===== config.mk =====
export PLATFORM = sky130hd
export DESIGN_NAME = btn_settle
export DESIGN_NICKNAME = d
export VERILOG_FILES = /design/src/rtl/btn_settle_pkg.sv /design/src/rtl/btn_sync.sv /design/src/rtl/btn_tick_gen.sv /design/src/rtl/btn_span_counter.sv /design/src/rtl/btn_settle.sv
export SDC_FILE = /design/constraint.sdc
export NUM_CORES = 1
export LEC_CHECK = 0
export ABC_AREA = 1
export CORE_UTILIZATION = 30
export DETAILED_ROUTE_END_ITERATION = 10
export PLACE_DENSITY = 0.53
export SYNTH_ARGS = -nofsm -noshare
export SYNTH_HDL_FRONTEND = slang
export SYNTH_HIERARCHICAL = 1
export SYNTH_SLANG_ARGS = --single-unit

===== constraint.sdc =====
create_clock -name clk_i -period 1.93 [get_ports clk_i]
set_input_delay 0.386 -clock clk_i [delete_from_list [all_inputs] [get_ports clk_i]]
set_output_delay 0.386 -clock clk_i [all_outputs]
set_load 0.02 [all_outputs]

===== src/rtl/btn_settle_pkg.sv =====
package btn_settle_pkg;
    typedef enum logic [1:0] {
        ST_IDLE       = 2'd0,
        ST_LOW_TIMING = 2'd1,
        ST_HELD       = 2'd2,
        ST_RELEASE    = 2'd3
    } settle_state_t;
endpackage


===== src/rtl/btn_sync.sv =====
module btn_sync #(
    parameter int STAGES = 2
) (
    input  logic clk_i,
    input  logic rst_i,
    input  logic d_i,
    output logic q_o
);
    generate
        if (STAGES == 0) begin : g_bypass
            assign q_o = d_i;
        end else begin : g_chain
            logic [STAGES-1:0] chain_q;
            always_ff @(posedge clk_i) begin
                if (rst_i) chain_q <= '1;
                else       chain_q <= {chain_q[STAGES-2 >= 0 ? STAGES-2 : 0 : 0], d_i} ;
            end
            assign q_o = chain_q[STAGES-1];
        end
    endgenerate
endmodule


===== src/rtl/btn_tick_gen.sv =====
module btn_tick_gen #(
    parameter int CYCLES_PER_TICK = 50000
) (
    input  logic clk_i,
    input  logic rst_i,
    output logic tick_o
);
    localparam int CW = (CYCLES_PER_TICK > 1) ? $clog2(CYCLES_PER_TICK) : 1;
    localparam logic [CW-1:0] LAST = CW'(CYCLES_PER_TICK - 1);

    logic [CW-1:0] div_q;

    always_ff @(posedge clk_i) begin
        if (rst_i)             div_q <= '0;
        else if (div_q == LAST) div_q <= '0;
        else                    div_q <= div_q + 1'b1;
    end

    assign tick_o = (div_q == LAST);
endmodule


===== src/rtl/btn_span_counter.sv =====
module btn_span_counter #(
    parameter int LIMIT = 11
) (
    input  logic clk_i,
    input  logic rst_i,
    input  logic run_i,
    input  logic step_i,
    output logic done_o
);
    localparam int CW = $clog2(LIMIT + 1);
    localparam logic [CW-1:0] TOP = CW'(LIMIT);

    logic [CW-1:0] cnt_q;

    always_ff @(posedge clk_i) begin
        if (rst_i || !run_i)              cnt_q <= '0;
        else if (step_i && cnt_q != TOP)  cnt_q <= cnt_q + 1'b1;
    end

    assign done_o = (cnt_q == TOP);

    // the span measurement saturates at its limit and never wraps
    assert_span_saturates_R4: assert property (@(posedge clk_i) disable iff (rst_i)
        (cnt_q == TOP && run_i) |=> (cnt_q == TOP || !$past(run_i) || cnt_q == '0));
    // dropping out of the measured state clears the count
    assert_span_clears_R2: assert property (@(posedge clk_i) disable iff (rst_i)
        !run_i |=> (cnt_q == '0));
endmodule


===== src/rtl/btn_settle.sv =====
module btn_settle
    import btn_settle_pkg::*;
#(
    parameter int CYCLES_PER_TICK = 50000,
    parameter int ACCEPT_TICKS    = 11,
    parameter int MIN_HIGH_CYCLES = 50,
    parameter int SYNC_STAGES     = 2
) (
    input  logic clk_i,
    input  logic rst_i,
    input  logic btn_n_i,
    output logic press_o,
    output logic held_o
);
    logic          lvl_n;
    logic          tick;
    logic          low_done;
    logic          high_done;
    settle_state_t state_q, state_d;
    logic          press_q, held_q;

    btn_sync #(.STAGES(SYNC_STAGES)) u_sync (
        .clk_i(clk_i), .rst_i(rst_i), .d_i(btn_n_i), .q_o(lvl_n)
    );

    btn_tick_gen #(.CYCLES_PER_TICK(CYCLES_PER_TICK)) u_tick (
        .clk_i(clk_i), .rst_i(rst_i), .tick_o(tick)
    );

    btn_span_counter #(.LIMIT(ACCEPT_TICKS)) u_low_timer (
        .clk_i(clk_i), .rst_i(rst_i),
        .run_i(state_q == ST_LOW_TIMING), .step_i(tick), .done_o(low_done)
    );

    btn_span_counter #(.LIMIT(MIN_HIGH_CYCLES)) u_gap_timer (
        .clk_i(clk_i), .rst_i(rst_i),
        .run_i(state_q == ST_RELEASE), .step_i(1'b1), .done_o(high_done)
    );

    always_comb begin
        state_d = state_q;
        unique case (state_q)
            ST_IDLE:       if (!lvl_n) state_d = ST_LOW_TIMING;
            ST_LOW_TIMING: begin
                if (lvl_n)         state_d = ST_IDLE;
                else if (low_done) state_d = ST_HELD;
            end
            ST_HELD:       if (lvl_n) state_d = ST_RELEASE;
            ST_RELEASE: begin
                if (!lvl_n)         state_d = ST_HELD;
                else if (high_done) state_d = ST_IDLE;
            end
            default:       state_d = ST_IDLE;
        endcase
    end

    always_ff @(posedge clk_i) begin
        if (rst_i) state_q <= ST_IDLE;
        else       state_q <= state_d;
    end

    always_ff @(posedge clk_i) begin
        if (rst_i) begin
            press_q <= 1'b0;
            held_q  <= 1'b0;
        end else begin
            press_q <= (state_q == ST_LOW_TIMING) && (state_d == ST_HELD);
            held_q  <= (state_d == ST_HELD);
        end
    end

    assign press_o = press_q;
    assign held_o  = held_q;

    // an accepted press always comes with the held flag
    assert_strobe_with_held_R3: assert property (@(posedge clk_i) disable iff (rst_i)
        press_o |-> held_o);
    // the strobe is a single cycle wide
    assert_single_strobe_R5: assert property (@(posedge clk_i) disable iff (rst_i)
        press_o |=> !press_o);
    // a high level during timing never leads to acceptance
    assert_bounce_rejected_R2: assert property (@(posedge clk_i) disable iff (rst_i)
        (state_q == ST_LOW_TIMING && lvl_n) |=> (!press_o && !held_o));
    // the held flag drops once the synchronized line is high
    assert_held_drops_R6: assert property (@(posedge clk_i) disable iff (rst_i)
        (held_o && lvl_n && state_q == ST_HELD) |=> !held_o);
    // an idle line keeps the block out of timing
    assert_idle_stays_R1: assert property (@(posedge clk_i) disable iff (rst_i)
        (state_q == ST_IDLE && lvl_n) |=> (state_q == ST_IDLE));
endmodule


==> results_dict.tcl <==
set metrics [dict create \
    status "complete, no violations" \
    die-height_um 77.3 \
    synth.ff_latch_count 32 \
    drc 0 \
    power.net_switching_mw 0.273 \
    cts_root_cell "sky130_fd_sc_hd__clkbuf_8" \
    insertion_delay_ns 0.28 \
    cp_slowest_cell "sky130_fd_sc_hd__dfxtp_1" \
    drt_iter0_drc 59 \
    arrival_ns 1.82 \
    grt_usage_pct 11.6 \
    dieArea_um2 5970 \
    cts_made_buffers 5 \
    preCtsSetupSlack_ns 0.107 \
    layoutNonFillerInstCount 332 \
    area.growth.synth_to_final_pct 12.8 \
    max_stage_delay_ns 0.37 \
    clockBufferDepth 2 \
    ys_async_sr_fraction_pct 0 \
    synth.lib_cells_used.distinct 31 \
    power_density_nw_per_um2 647 \
    hold_violations 0 \
    synth_flop_cell "sky130_fd_sc_hd__dfxtp_1" \
    slew_viol_final 0 \
    tritoncts "done" \
    setup-tns-final_ns 0 \
    post_synth_mux_area_share_pct 0 \
    rsz0062_at_grt "no" \
    place.port_buffers 4 \
    worstPathCellList "ha_1 > nand3_1 > or2_2 > nor2_4 > nand4_1 > nor2_1 > nor2_1" \
    initial_cell_density_of_the_core_pct 31.0 \
    cap_viol_max_count 0 \
    clk_pin_slew_worst_paths_ns 0.07 \
    fmaxAchievable_mhz 609 \
    worst_setup_path_start_kind "flip-flop" \
    area_taken_by_multi_input_logic_gates_um2 881 \
    nNetsFinal 266 \
    fillCellCount 607 \
    yosysSeqAreaShare_pct 37.7 \
    dp.cells 324 \
    cellInternalPower_mw 0.967 \
    antenna-diode-count 0 \
    final_critical_path_setup_slack_ns 0.289 \
    synth_compound_gate_area_share_pct 6.11 \
    netSwitchingFraction_pct 22.0 \
    final_ant_viol_nets 0 \
    critPathKind "flip-flop to flip-flop" \
    avgSynthCellArea_um2 6.82 \
    cell_area_after_synthesis_um2 1700 \
    final_design_area_no_fill_um2 1920 \
    total_power_mw 1.24 \
    placement.cell_area_um2 1820 \
    route.vias.total 1430 \
    cts.hold.buffers_added 0 \
    layout.core_utilization_pct 35.0 \
    detailedPlacementHpwl_mm 2.20 \
    synth-adder-area-share_pct 2.95 \
    floorplan.io_pins 5 \
    global_route_wire_length_before_repair_mm 5.61 \
    wl_mm 2.95 \
    setup.worst_path.end_class "flip-flop" \
    worst_hold_path_type "flip-flop to flip-flop" \
    syn_nets 256 \
    antenna_found_initial 0 \
    post_synth_and_or_nand_nor_area_fraction_pct 40.1 \
    layout_worst_path_cycle_share_pct 85.1 \
    detail_route.first_pass.iterations 4 \
    gp_congestion 0.767 \
    ir_worst_vdd_mv 0.323 \
    grt.overflow.total 0 \
    setup_viol 0 \
    cts_num_sinks 32 \
    cpMostUsedCell "sky130_fd_sc_hd__nor2_1" \
    largest_family_of_logic_cells_by_synthesized_area "simple AND/OR/NAND/NOR gates" \
    core_region_area_um2 5470 \
    detail_route.wl_per_cell_um 8.87 \
    leakage_nw 0.724 \
    vias_per_cell 4.31 \
    finalCriticalPeriod_ns 1.64 \
    synth_enable_flop_cells 0 \
    timing.hold.ws_ns 0.415 \
    syn_inst 249 \
    power.combinational.fraction_pct 3.1 \
    xor_and_xnor_area_share_after_synthesis_pct 2.06 \
    path_max_fanout 7 \
    required_arrival_time_at_the_worst_endpoint_ns 2.10 \
    seq_area_um2 641 \
    clockPowerShare_pct 42.5 \
    layout_cells_sized_above_1_pct 13.5 \
    power_share_of_the_sequential_group_pct 54.4 \
    num_rows 27 \
    clock_tree.htree_level_count 2 \
    ys_warn_count 6 \
    grt_pass1_vias 1381 \
    clock_skew_ns 0.00321 \
    fp.dieW_um 77.3 \
    grt_max_degree 17 \
]
[power by group through the flow]
stage / Clock [mW] / Sequential (mW) / Combinational, mW
final: 0.527 / 0.674 / 0.0382
after global routing: 0.590 / 0.675 / 0.0447
after CTS: 0.554 / 0.674 / 0.0383
after detailed placement: 0 / 0.690 / 0.0382
after global placement: 0 / 0.689 / 0.0380
after floorplan: 0 / 0.688 / 0.0285
[cell type report]
cell class	instances	area share, %
Tap cell	72	4.70
Inverter	44	8.62
Multi-Input combinational cell	171	46.0
Clock buffer	6	4.31
Timing Repair Buffer	5	2.48
Sequential cell	32	33.4
Clock inverter	2	0.522
[cells in the mapped netlist, types with 2 or more instances]
master / number / area share, %
sky130_fd_sc_hd__nor2_1: 42 / 9.3
sky130_fd_sc_hd__or2_2: 2 / 0.74
sky130_fd_sc_hd__nor2_4: 2 / 1.3
sky130_fd_sc_hd__nand3_2: 2 / 1.2
sky130_fd_sc_hd__ha_1: 4 / 2.9
sky130_fd_sc_hd__nand2_1: 54 / 12
sky130_fd_sc_hd__nor2_2: 5 / 1.8
sky130_fd_sc_hd__o21ai_1: 3 / 0.88
sky130_fd_sc_hd__inv_2: 5 / 1.1
sky130_fd_sc_hd__nand3_1: 16 / 4.7
sky130_fd_sc_hd__nand2_2: 4 / 1.5
sky130_fd_sc_hd__nor3_1: 2 / 0.59
sky130_fd_sc_hd__dfxtp_1: 32 / 38
sky130_fd_sc_hd__nand4_1: 9 / 3.3
sky130_fd_sc_hd__xor2_1: 3 / 1.5
sky130_fd_sc_hd__inv_1: 38 / 8.4
sky130_fd_sc_hd__a21oi_1: 12 / 3.5
[sequential cells by signal (all words and copies together), names as in the netlist]
| register | flops |
|---|---|
| state_q | 2 |
| u_gap_timer/cnt_q | 6 |
| u_sync/g_chain.chain_q | 2 |
| held_o | 1 |
| u_tick/div_q | 16 |
| press_o | 1 |
| u_low_timer/cnt_q | 4 |
[logic make-up (layout without fill, tap and decap cells)]
logic type,Yosys count,count (layout)
flops,32,32
buf+inv,46,57
fa+ha+maj,4,4
other cells,1,1
xor+xnor,4,4
compound gates,19,19
simple gates,143,143
[cells in the final DEF, fill, tap and decap left out, types with 2 or more instances in the layout]
cell type                         instances
sky130_fd_sc_hd__clkbuf_8                 6
sky130_fd_sc_hd__nor2_4                   3
sky130_fd_sc_hd__xor2_1                   3
sky130_fd_sc_hd__clkinv_2                 2
sky130_fd_sc_hd__nand2_2                  4
sky130_fd_sc_hd__nand4_1                  9
sky130_fd_sc_hd__nand2_1                 54
sky130_fd_sc_hd__nand3_2                  2
sky130_fd_sc_hd__nor2_2                   5
sky130_fd_sc_hd__nor3_1                   2
sky130_fd_sc_hd__or2_2                    2
sky130_fd_sc_hd__ha_1                     4
sky130_fd_sc_hd__clkdlybuf4s50_1          4
sky130_fd_sc_hd__inv_1                   38
sky130_fd_sc_hd__dfxtp_1                 32
sky130_fd_sc_hd__o21ai_1                  3
sky130_fd_sc_hd__inv_2                    5
sky130_fd_sc_hd__nand3_1                 16
sky130_fd_sc_hd__nor2_1                  41
sky130_fd_sc_hd__a21oi_1                 12
[worst max-delay path: cells and delay by family, from the launching register on]
| kind | cells | cell delay [ns] |
|---|---|---|
| adder cells (fa/ha/maj) | 1 | 0.20 |
| flip-flops | 1 | 0.37 |
| AND/OR/NAND/NOR | 6 | 0.97 |
[metal layers]
layer | GRT usage [%] | part of all wire [%] | vias up
met5 | 0 | 0 | -
met4 | 4.34 | 0.75 | 0
met3 | 3.21 | 3.1 | 5
met2 | 19.4 | 45 | 14
met1 | 14.0 | 51 | 617
li1 | - | - | 794
[worst paths after layout]
path,startpoint,endpoint,slack (ns),depth (start not counted)
setup / recovery,u_tick/div_q[0],u_low_timer/cnt_q[3],0.29,7
setup reg to reg,u_tick/div_q[0],u_low_timer/cnt_q[3],0.29,7
hold reg to reg,u_sync/g_chain.chain_q[0],u_sync/g_chain.chain_q[1],0.42,2
hold / removal,u_sync/g_chain.chain_q[0],u_sync/g_chain.chain_q[1],0.42,2
[what timing repair did]
item,4_1_cts,5_1_grt
resized for setup,0,2
endpoints found under the setup margin,0,4
setup buffers,0,0
Note: power is estimated with default switching activity, not from simulation.
